==> config.mk <==
export PLATFORM = sky130hd
export DESIGN_NAME = xcvr_latched_bus
export DESIGN_NICKNAME = d
export VERILOG_FILES = /design/src/rtl/xcvr_pkg.sv /design/src/rtl/xcvr_path.sv /design/src/rtl/xcvr_lane.sv /design/src/rtl/xcvr_latched_bus.sv
export SDC_FILE = /design/constraint.sdc
export NUM_CORES = 1
export LEC_CHECK = 0
export BUFFER_PORTS_ARGS = -buffer_cell sky130_fd_sc_hd__buf_2
export CAP_MARGIN = 40
export CORE_UTILIZATION = 49
export DETAILED_ROUTE_END_ITERATION = 7
export GPL_ROUTABILITY_DRIVEN = 0
export HOLD_SLACK_MARGIN = 0.05
export PLACE_DENSITY = 0.85
export SYNTH_ARGS = -nofsm -noshare
export SYNTH_HDL_FRONTEND = slang
export SYNTH_HIERARCHICAL = 1
export SYNTH_SLANG_ARGS = --single-unit
export TNS_END_PERCENT = 10
==> constraint.sdc <==
create_clock -name clk_i -period 2.2 [get_ports clk_i]
set_input_delay 0.11 -clock clk_i [delete_from_list [all_inputs] [get_ports clk_i]]
set_output_delay 0.11 -clock clk_i [all_outputs]
set_load 0.01 [all_outputs]
==> src/rtl/xcvr_pkg.sv <==
package xcvr_pkg;
  localparam int unsigned DEF_LANE_W  = 8;
  localparam int unsigned DEF_N_LANES = 2;

  typedef struct packed {
    logic sel_n;
    logic cap_n;
    logic drv_n;
  } path_ctrl_t;
endpackage

==> src/rtl/xcvr_path.sv <==
module xcvr_path #(
  parameter int unsigned W = 8
) (
  input  logic                clk_i,
  input  logic                rst_ni,
  input  logic [W-1:0]        d_i,
  input  xcvr_pkg::path_ctrl_t ctrl_i,
  output logic [W-1:0]        q_o,
  output logic [W-1:0]        oe_o
);
  logic         open;
  logic         drive;
  logic [W-1:0] store_q;
  logic [W-1:0] data;

  assign open  = !ctrl_i.sel_n && !ctrl_i.cap_n;
  assign drive = !ctrl_i.sel_n && !ctrl_i.drv_n;

  always_ff @(posedge clk_i or negedge rst_ni) begin
    if (!rst_ni)   store_q <= '0;
    else if (open) store_q <= d_i;
  end

  assign data = open ? d_i : store_q;
  assign q_o  = drive ? data : '0;
  assign oe_o = {W{drive}};

  p_flow_r2: assert property (@(posedge clk_i) disable iff (!rst_ni)
    (!ctrl_i.sel_n && !ctrl_i.cap_n && !ctrl_i.drv_n) |-> (q_o == d_i));

  p_keep_r3: assert property (@(posedge clk_i) disable iff (!rst_ni)
    (!ctrl_i.sel_n && !ctrl_i.cap_n) ##1 (!ctrl_i.sel_n && ctrl_i.cap_n && !ctrl_i.drv_n)
    |-> (q_o == $past(d_i)));

  p_hold_r4: assert property (@(posedge clk_i) disable iff (!rst_ni)
    ctrl_i.sel_n |=> $stable(store_q));

  p_quiet_r9: assert property (@(posedge clk_i) disable iff (!rst_ni)
    (oe_o == '0) |-> (q_o == '0));

  p_oe_r6: assert property (@(posedge clk_i) disable iff (!rst_ni)
    (ctrl_i.sel_n || ctrl_i.drv_n) |-> (oe_o == '0));
endmodule

==> src/rtl/xcvr_lane.sv <==
module xcvr_lane #(
  parameter int unsigned W = 8
) (
  input  logic                 clk_i,
  input  logic                 rst_ni,
  input  logic [W-1:0]         a_i,
  input  logic [W-1:0]         b_i,
  input  xcvr_pkg::path_ctrl_t ab_ctrl_i,
  input  xcvr_pkg::path_ctrl_t ba_ctrl_i,
  output logic [W-1:0]         b_o,
  output logic [W-1:0]         b_oe_o,
  output logic [W-1:0]         a_o,
  output logic [W-1:0]         a_oe_o
);
  xcvr_path #(.W(W)) i_ab (
    .clk_i, .rst_ni, .d_i(a_i), .ctrl_i(ab_ctrl_i), .q_o(b_o), .oe_o(b_oe_o)
  );

  xcvr_path #(.W(W)) i_ba (
    .clk_i, .rst_ni, .d_i(b_i), .ctrl_i(ba_ctrl_i), .q_o(a_o), .oe_o(a_oe_o)
  );

  p_split_r7: assert property (@(posedge clk_i) disable iff (!rst_ni)
    ba_ctrl_i.sel_n |-> (a_oe_o == '0));
endmodule

==> src/rtl/xcvr_latched_bus.sv <==
module xcvr_latched_bus #(
  parameter int unsigned LANE_W  = xcvr_pkg::DEF_LANE_W,
  parameter int unsigned N_LANES = xcvr_pkg::DEF_N_LANES,
  localparam int unsigned BUS_W  = LANE_W * N_LANES
) (
  input  logic               clk_i,
  input  logic               rst_ni,
  input  logic [BUS_W-1:0]   a_i,
  input  logic [BUS_W-1:0]   b_i,
  input  logic [N_LANES-1:0] sel_ab_ni,
  input  logic [N_LANES-1:0] cap_ab_ni,
  input  logic [N_LANES-1:0] drv_ab_ni,
  input  logic [N_LANES-1:0] sel_ba_ni,
  input  logic [N_LANES-1:0] cap_ba_ni,
  input  logic [N_LANES-1:0] drv_ba_ni,
  output logic [BUS_W-1:0]   b_o,
  output logic [BUS_W-1:0]   b_oe_o,
  output logic [BUS_W-1:0]   a_o,
  output logic [BUS_W-1:0]   a_oe_o
);
  for (genvar l = 0; l < N_LANES; l++) begin : g_lane
    xcvr_pkg::path_ctrl_t ab_ctrl, ba_ctrl;
    assign ab_ctrl = '{sel_n: sel_ab_ni[l], cap_n: cap_ab_ni[l], drv_n: drv_ab_ni[l]};
    assign ba_ctrl = '{sel_n: sel_ba_ni[l], cap_n: cap_ba_ni[l], drv_n: drv_ba_ni[l]};

    xcvr_lane #(.W(LANE_W)) i_lane (
      .clk_i,
      .rst_ni,
      .a_i      (a_i[l*LANE_W +: LANE_W]),
      .b_i      (b_i[l*LANE_W +: LANE_W]),
      .ab_ctrl_i(ab_ctrl),
      .ba_ctrl_i(ba_ctrl),
      .b_o      (b_o[l*LANE_W +: LANE_W]),
      .b_oe_o   (b_oe_o[l*LANE_W +: LANE_W]),
      .a_o      (a_o[l*LANE_W +: LANE_W]),
      .a_oe_o   (a_oe_o[l*LANE_W +: LANE_W])
    );

    // lane isolation: a lane's B enable follows only its own controls
    p_lane_r8: assert property (@(posedge clk_i) disable iff (!rst_ni)
      (sel_ab_ni[l] || drv_ab_ni[l]) |-> (b_oe_o[l*LANE_W +: LANE_W] == '0));
  end
endmodule

**Yosys cells after proc, flatten, opt, wreduce, memory -nomap -nowiden**

Cells that the tools add are included.

- Register bits after elaboration: 32
- Output and inout port bits: 64

- Multiplexer cells: 8
- Reduce and logical (&&, ||, !) cells: 20

Operator list:

| cell | count |
|---|---|
| 8-bit 2-to-1 mux | 8 |
| 1-bit logical NOT | 12 |
| 1-bit logical AND | 8 |

**Depth between registers and ports, before layout**

Gate-level depths: netlist of the first run.

- Word-level depth: 4
- Gate-level depth with buffers: 4

**Modules after synthesis**

Netlist of the first run, hierarchy kept.

Modules (own cells, without submodules):

| module | times used | cells an instance | area each (um^2) | sequential area each (um^2) |
|---|---|---|---|---|
| xcvr_path | 4 | 45 | 543.0 | 200.2 |

**Least setup slack after synthesis of the first run**

No wires, ideal clock.

- Path type: in2out
- Start: input drv_ba_ni[0]
- End: output a_oe_o[0]
- Arrival time: 0.752 ns
- Data required time: 2.090 ns
- Slack: 1.338 ns
- Stages on the path: 4
- Cells stage by stage: or2_1 > buf_6 > inv_1 > buf_4

- Word-level cells in the longest chain between the ends: 2

RTL lines:

| what | line | text |
|---|---|---|
| start: declaration | xcvr_latched_bus.sv:15 | `input logic [N_LANES-1:0] drv_ba_ni,` |
| 1-bit logical NOT | xcvr_path.sv:17 | `assign drive = !ctrl_i.sel_n && !ctrl_i.drv_n;` |
| 1-bit logical AND | xcvr_path.sv:17 |  |
| end: declaration | xcvr_latched_bus.sv:19 | `output logic [BUS_W-1:0] a_oe_o` |

Every way passes these cells.

**Worst setup path in the final report of the first run**

- Start: register g_lane[1].i_lane.i_ba.store_q[5]
- End: output a_o[13]

- Word-level cells in the longest chain between the ends: 2

RTL lines:

| what | line | text |
|---|---|---|
| start: declaration | xcvr_path.sv:13 | `logic [W-1:0] store_q;` |
| start signal: assignment | xcvr_path.sv:21 | `else if (open) store_q <= d_i;` |
| 8-bit 2-to-1 mux | xcvr_path.sv:24 | `assign data = open ? d_i : store_q;` |
| 8-bit 2-to-1 mux | xcvr_path.sv:25 | `assign q_o = drive ? data : '0;` |
| end: declaration | xcvr_latched_bus.sv:18 | `output logic [BUS_W-1:0] a_o,` |

Every way passes these cells.

==> results.txt, run 1 <==
The critical path startpoint category is a register. The post-synth net total came out at 226. In this run the critical register-to-register path is launched from g_lane[1].i_lane/i_ba/store_q[4]$_DFF_PN0_. Of all nets on the critical path, the largest fanout is 2.

The Yosys step of the flow raised 6 warnings. The area growth from synthesis to layout was 17.51%. The layout has 352 filler cells. In the final layout, the multi-input gates occupy 1026 um^2. The DRC violations left is 0, and the number of H-tree levels is 2. After synthesis, the largest family of logic cells by area is multiplexers.

After detailed routing, the total wire length is 3853 um. On the final layout, the worst hold slack is 0.06966 ns. The tools report the count of unique library cells instantiated by Yosys as 9. The logs give 2172 um^2 for the summed instance area of the synthesized netlist and 5 for the number of buffers created by CTS.

Worst-case clock buffer depth: 2. In the final design database the tool counted 303 nets. The static leakage is 1.497 nW, and the synthesized-area fraction occupied by ao, oa, aoi and oai cells is 0.

The sequential standard cell area came out at 800.8 um^2. The first-pass GRT wire length was 6023 um; the routed wire length per instance was 12.51 um. The flow ran to the end, and the final reports show no timing, DRC or antenna violations.

The setup path with the least slack is of type register to output pin. The run gives 0 as the number of antenna violations at the first check in global routing. The run gives 4115 um^2 as the placeable core region. The clock latency on the worst-skew pair is 0.28 ns, and the arithmetic-cell share of the synthesized area counting full adders, half adders and majority gates is 0. Setup repair after global routing left no endpoint under its margin.

The maximum number of pins on one net before global-route repair came out at 33. The tools report the final setup TNS as 0 ns. Summed over all instances, the cell type with the most area after synthesis is sky130_fd_sc_hd__dfrtp_1. The tools report the sort of element at the end of the critical path as an output pin. The fraction of post-synthesis cell area in the top cell type by area is 0.3687, and the final worst clock skew is 0 ns.

The run gives 4 as the detailed-routing iteration count for the pre-antenna-repair pass. The iteration-0 DRC count of the detailed router was 36; the clock period minus worst slack was 1.158 ns. Counting every sink on the clock net gives 32. The share of cell area taken by muxes after synthesis was 0.3687; the clock transition at the registers of the reported paths was 0.07 ns.

The logs give 0 for the sum of overflow across all layers after global routing and 1.161 ns for the minimum setup slack after placement. The worst setup path startpoint is g_lane[1].i_lane/i_ba/store_q[5]$_DFF_PN0_. The die is 68.58 um tall. The max-slew violation total from the final report is 0, and the number of synthesized register bits is 32. After floorplanning, the core was divided into 23 placement rows. The tools report the post-route antenna net violation count as 0.

For this run, the leading register cell type out of synthesis is sky130_fd_sc_hd__dfrtp_1. Counting instances in the post-synthesis netlist gives the leading cell types as 32 x sky130_fd_sc_hd__buf_4, 32 x sky130_fd_sc_hd__dfrtp_1, 32 x sky130_fd_sc_hd__mux2_4, 32 x sky130_fd_sc_hd__mux2i_1, 32 x sky130_fd_sc_hd__nor2_1. 0 antenna diodes ended up in the layout.

The tools report the via count of the first global-routing pass as 1409. The count of buffers added on input and output ports is 109. The total via count after detailed routing was 1473.

By area the synthesized netlist is led by sky130_fd_sc_hd__dfrtp_1 37%, sky130_fd_sc_hd__mux2_4 22%, sky130_fd_sc_hd__mux2i_1 15%. During I/O placement, the number of pins put on the boundary was 110. The tools report the floorplan die area as 4703 um^2. TritonCTS built the clock tree.

The horizontal extent of the die works out to 68.58 um. The average instance area after synthesis was 12.07 um^2; the XOR/XNOR share of the synthesized area was 0. The slack of the critical path was 1.042 ns.

The tools report the detailed placement HPWL as 2901 um. The path class of the tightest hold or removal check is primary input to register. VDD sags by at most 0.3540 mV. For the worst setup path, the data arrival time is 1.05 ns. The number of instances in the synthesized netlist came out at 180. The root buffer cell chosen for the clock tree is sky130_fd_sc_hd__clkbuf_8. In this run, synthesis inferred 0 flip-flops with an integrated enable.

In this run the most critical hold path is launched from a_i[12]. After detailed routing, the number of vias per cell comes to 4.782. The simple-gate area share of the yosys netlist was 0.1037; the pin slew with the least headroom to its limit was 0.6933 ns. The run gives 0 as the max-cap check violation count. The proportion of register bits with asynchronous set or reset after synthesis is 1.000, and the required time at the worst-slack endpoint is 2.09 ns. The number of hold violations in the final report was 0; the power density over the cells was 634.7 nW/um^2. Combined global-route utilization of all metal layers: 0.1764. Setup violations remaining at the end of the flow were counted as 0. For the number of gates given a new drive strength after cts, the log shows 0. For this run, the top clock speed supported by timing is 0.8635 GHz.

The part of the Yosys area used for sequential elements is 0.3687, and the proportion of layout cells with a drive suffix above 1 is 0.5930. Register-to-register path setup slack: 1.42 ns. The initial core utilization is 0.5278. The relative slew slack came out at 0.5378. The portion of the clock cycle consumed by the worst path in the final layout works out to 0.5264.
## power breakdown
| group | internal, mW | switching [mW] |
|---|---|---|
| clock network | 0.249 | 0.213 |
| registers | 0.676 | 0.0493 |
| logic | 0.245 | 0.188 |
| total | 1.17 | 0.450 |
## kinds of logic (layout without fill, tap and decap cells)
family	after synthesis	after routing
mux	64	64
buf+inv	44	122
simple gates	40	40
flops	32	32
## routing by layer
metal	vias to the layer above	global-route usage	wire length, um
met4	0	0.07292	41
met3	7	0.07072	279
met5	-	0	0
met2	63	0.2880	1853
met1	679	0.2043	1678
li1	724	-	-
## cell type report
class                           count  area share
Clock inverter                      2    0.003922
Clock buffer                        6     0.03235
Timing Repair Buffer              110      0.2176
Tap cell                           50     0.02451
Inverter                            4    0.005882
Multi-Input combinational cell    104      0.4020
Sequential cell                    32      0.3137
## through the flow
stage	power [mW]	cell area [um^2]	utilization	cells
after floorplan	1.065	2172	-	180
after global placement	1.154	2450	0.5953	299
after detailed placement	1.169	2450	0.5953	299
after CTS	1.642	2552	0.6202	308
after global routing	1.725	2552	0.6202	308
final	1.620	2552	0.6202	308
## timing repair
item	in CTS	in global routing
setup buffers	0	0
hold buffers	1	0
hold endpoints to repair	32	0
## placed cells by master, fill, tap and decap left out
| cell type | count |
|---|---|
| sky130_fd_sc_hd__buf_2 | 109 |
| sky130_fd_sc_hd__mux2_4 | 32 |
| sky130_fd_sc_hd__mux2i_1 | 32 |
| sky130_fd_sc_hd__nor2_1 | 32 |
| sky130_fd_sc_hd__dfrtp_1 | 32 |
| sky130_fd_sc_hd__clkbuf_8 | 6 |
| sky130_fd_sc_hd__nor2_8 | 4 |
| sky130_fd_sc_hd__or2_1 | 4 |
| sky130_fd_sc_hd__inv_1 | 4 |
| sky130_fd_sc_hd__clkinv_2 | 2 |
| sky130_fd_sc_hd__dlygate4sd3_1 | 1 |
## registers in the layout, summed over array words and instances, names as in the netlist
register,flops
g_lane.i_lane/i_ba/store_q,16
g_lane.i_lane/i_ab/store_q,16
## final timing paths
kind                                                                   end  cells after the start
worst max-delay path                                               a_o[13]                      3
worst min-delay path            g_lane[1].i_lane/i_ab/store_q[4]$_DFF_PN0_                      2
worst max register to register  g_lane[1].i_lane/i_ba/store_q[4]$_DFF_PN0_                      1
worst min register to register  g_lane[0].i_lane/i_ba/store_q[0]$_DFF_PN0_                      1
max in group asynchronous       g_lane[0].i_lane/i_ab/store_q[2]$_DFF_PN0_                      2
min in group asynchronous       g_lane[0].i_lane/i_ba/store_q[0]$_DFF_PN0_                      2
## critical path: stages, from the launching register on
cell and delay [ns]:
sky130_fd_sc_hd__dfrtp_1 0.39, sky130_fd_sc_hd__mux2i_1 0.17, sky130_fd_sc_hd__nor2_1 0.06, sky130_fd_sc_hd__buf_2 0.15
(Power assumes the default switching activity.)
==> inputs of run 2 (changes only) <==
--- a/config.mk
+++ b/config.mk
@@ -7,11 +7,11 @@
 export LEC_CHECK = 0
 export BUFFER_PORTS_ARGS = -buffer_cell sky130_fd_sc_hd__buf_2
 export CAP_MARGIN = 40
-export CORE_UTILIZATION = 49
+export CORE_UTILIZATION = 46
 export DETAILED_ROUTE_END_ITERATION = 7
 export GPL_ROUTABILITY_DRIVEN = 0
 export HOLD_SLACK_MARGIN = 0.05
-export PLACE_DENSITY = 0.85
+export PLACE_DENSITY = 0.81
 export SYNTH_ARGS = -nofsm -noshare
 export SYNTH_HDL_FRONTEND = slang
 export SYNTH_HIERARCHICAL = 1
==> constraint.sdc (replaced) <==
create_clock -name clk_i -period 1.1 [get_ports clk_i]
set_input_delay 0.055 -clock clk_i [delete_from_list [all_inputs] [get_ports clk_i]]
set_output_delay 0.055 -clock clk_i [all_outputs]
set_load 0.01 [all_outputs]
==> run 2 against run 1 <==
- the flow now finishes with violations (design-rule violations, negative setup slack)
- critical path depth grew 2
- total power grew 120%
- highest routed layer unchanged
- final area grew 15%
- clock skew is the same
- worst setup slack lost 1.1 ns
- hold slack better by 0.15 ns
- global-route usage is 0.63 points higher
- sequential cell count unchanged
- die area is 6.3% higher
==> results.txt, run 2 (same netlist as run 1, synthesis figures left out) <==
The flow ran to the end, but the final reports show violations. The checks that failed: design-rule violations, negative setup slack. Along the worst hold path, the cell count comes to 3. Once placement completed, the tool counted placed cells totaling 302. Setup repair after global routing could not meet its margin everywhere. The area growth from synthesis to layout was 34.74%. The portion of the clock cycle consumed by the worst path in the final layout works out to 1.022. The most common cell after layout, fill and taps aside is sky130_fd_sc_hd__buf_2.

In this run the critical register-to-register path is launched from g_lane[1].i_lane/i_ab/store_q[2]$_DFF_PN0_. The largest registers in the layout are g_lane.i_lane/i_ab/store_q (16), g_lane.i_lane/i_ba/store_q (16). The clock sink count is 32. The classification of the worst setup path was primary input to output pin.

STA classifies the critical path startpoint as a primary input. Setup violations remaining at the end of the flow were counted as 4. The detailed placement HPWL was 2835 um. The iteration-0 DRC count of the detailed router is 55. The H-tree was split into 2 levels. Fill cells in the final layout number 320.

The sort of element at the end of the critical path was an output pin. The sum of overflow across all layers after global routing came out at 0. The worst path in the final design needs a cycle of 1.124 ns, including I/O delays and setup.

The floorplan step defined a die boundary enclosing 5001 um^2. The number of hold violations in the final report came out at 0. The type of the worst min-delay path was primary input to register. The tools report the floorplan row count as 24.

The finished layout holds 341 standard cells, fillers aside. The proportion of layout cells with a drive suffix above 1 was 0.5260. The slack of the critical path was -0.02368 ns; the number of I/O port buffers was 109. The first global-routing pass estimated 7196 um of wire. The relative slew slack is 0.7444, and the maximum fanout encountered on the critical timing path is 2. The logs give 1.673 nW for the static leakage and 1601 for the via count of the first global-routing pass.

The run gives 0 as the number of antenna violations at the first check in global routing. At the later pin of the worst-skew pair, clock insertion delay measures 0.27 ns. The worst-case clock buffer depth came out at 2. The max-slew violation total from the final report was 0; the final layout net count was 334.

TritonCTS built the clock tree. In this run the remaining antenna-violating nets after routing total 0. Static timing analysis puts the maximum clock frequency at 0.8899 GHz. Entering global routing, the biggest net connects 18 pins.

The initial core utilization is 0.4887, and the number of buffers created by CTS is 5. For this block, the via count after detailed routing is 1598. The pin slew with the least headroom to its limit is 0.3834 ns.

Dividing total power by cell area gives a power density of 1241 nW/um^2. 110 I/O pins were placed. Routed wire length per instance: 12.99 um. The core region is 4444 um^2. CTS placed an instance of sky130_fd_sc_hd__clkbuf_8 at the clock tree root. The horizontal extent of the die is 70.72 um, and the mean number of vias per cell is 4.686. Required time at the worst-slack endpoint: 1.04 ns. Clock-pin slew was measured on the worst setup and hold paths at 0.07 ns.

The detailed-routing iteration count for the pre-antenna-repair pass is 7, and the routed wire length is 4431 um. Worst reg-to-reg path cell count: 1. The critical path starts at a_i[0]. The worst-case IR drop observed on VDD is 0.6509 mV.

The final worst clock skew is 0 ns, and the data arrival time of the critical path is 1.07 ns. The number of antenna diodes in the final layout is 0. Combined global-route utilization of all metal layers: 0.1827. The tools report the overall power consumption as 3.632 mW. From bottom edge to top edge, the die measures 70.72 um. The tool flagged a number of max-cap violations equal to 0. In the layout the commonest cells are 107 x sky130_fd_sc_hd__buf_2, 32 x sky130_fd_sc_hd__mux2_4, 32 x sky130_fd_sc_hd__mux2i_1, 32 x sky130_fd_sc_hd__nor2_1, 32 x sky130_fd_sc_hd__dfrtp_1. For this run, design rule violations remaining after detail routing come to 16. The start point of the worst min-delay path was sel_ab_ni[1].
[run 2: cell types whose count changed in the layout (fill, tap and decap cells not counted)]
cell	before	now
sky130_fd_sc_hd__buf_12	0	1
sky130_fd_sc_hd__dlygate4sd3_1	1	30
sky130_fd_sc_hd__clkbuf_8	6	7
sky130_fd_sc_hd__clkinv_2	2	0
sky130_fd_sc_hd__dlymetal6s4s_1	0	3
sky130_fd_sc_hd__bufinv_16	0	1
sky130_fd_sc_hd__buf_2	109	107
[run 2: per-layer routing]
layer / wire (um) / GRT usage
met2: 2209 / 0.3451
met1: 1932 / 0.2069
met5: 0 / 0
met3: 277 / 0.04986
met4: 12 / 0.03333
[run 2: final cells by class]
class                      instances  area (um^2)  share of cell area
tap                               52        65.06             0.02223
clock inverter                     1        30.03             0.01026
timing repair buffer             141        893.4              0.3053
inverter                           4        15.01            0.005130
multi-input combinational        104         1026              0.3506
clock buffer                       7        96.34             0.03292
sequential                        32        800.8              0.2736
[run 2: stage by stage]
stage               setup TNS [ns]    util  hold WS [ns]  cell area (um^2)  worst slack (ns)
floorplan                        0       -       -0.2406              2172            0.3079
global placement                 0  0.5563     -0.009819              2472            0.1468
detailed placement               0  0.5563     -0.005295              2472            0.1334
CTS                              0  0.6591        0.2038              2929          0.003906
global route               -0.9540  0.6585        0.2151              2927          -0.06913
finish                    -0.05451  0.6585        0.2152              2927          -0.02368
[run 2: where the power goes]
| group | leakage [nW] | internal, mW | switching, mW |
|---|---|---|---|
| combinational | 1.23 | 0.571 | 0.395 |
| clock | 0.0645 | 0.799 | 0.414 |
| sequential | 0.376 | 1.35 | 0.101 |
[run 2: critical path: stages]
cell and delay, ns:
sky130_fd_sc_hd__dlygate4sd3_1 0.54, sky130_fd_sc_hd__buf_2 0.13, sky130_fd_sc_hd__mux2i_1 0.14, sky130_fd_sc_hd__nor2_1 0.06, sky130_fd_sc_hd__buf_2 0.15
[run 2: final timing paths]
check | to | slack, ns
worst max register to register | g_lane[1].i_lane/i_ab/store_q[2]$_DFF_PN0_ | 0.32
max in group asynchronous | g_lane[1].i_lane/i_ba/store_q[4]$_DFF_PN0_ | 0.42
worst min register to register | g_lane[1].i_lane/i_ba/store_q[7]$_DFF_PN0_ | 0.51
worst min-delay path | g_lane[1].i_lane/i_ab/store_q[7]$_DFF_PN0_ | 0.22
min in group asynchronous | g_lane[0].i_lane/i_ab/store_q[1]$_DFF_PN0_ | 0.26
worst max-delay path | b_o[0] | -0.02
[run 2: timing repair]
action	in CTS	in global routing
buffers inserted	0	0
gates resized for setup	0	3
endpoints found under the hold margin	64	0
hold buffers	33	0
setup endpoints to repair	0	32
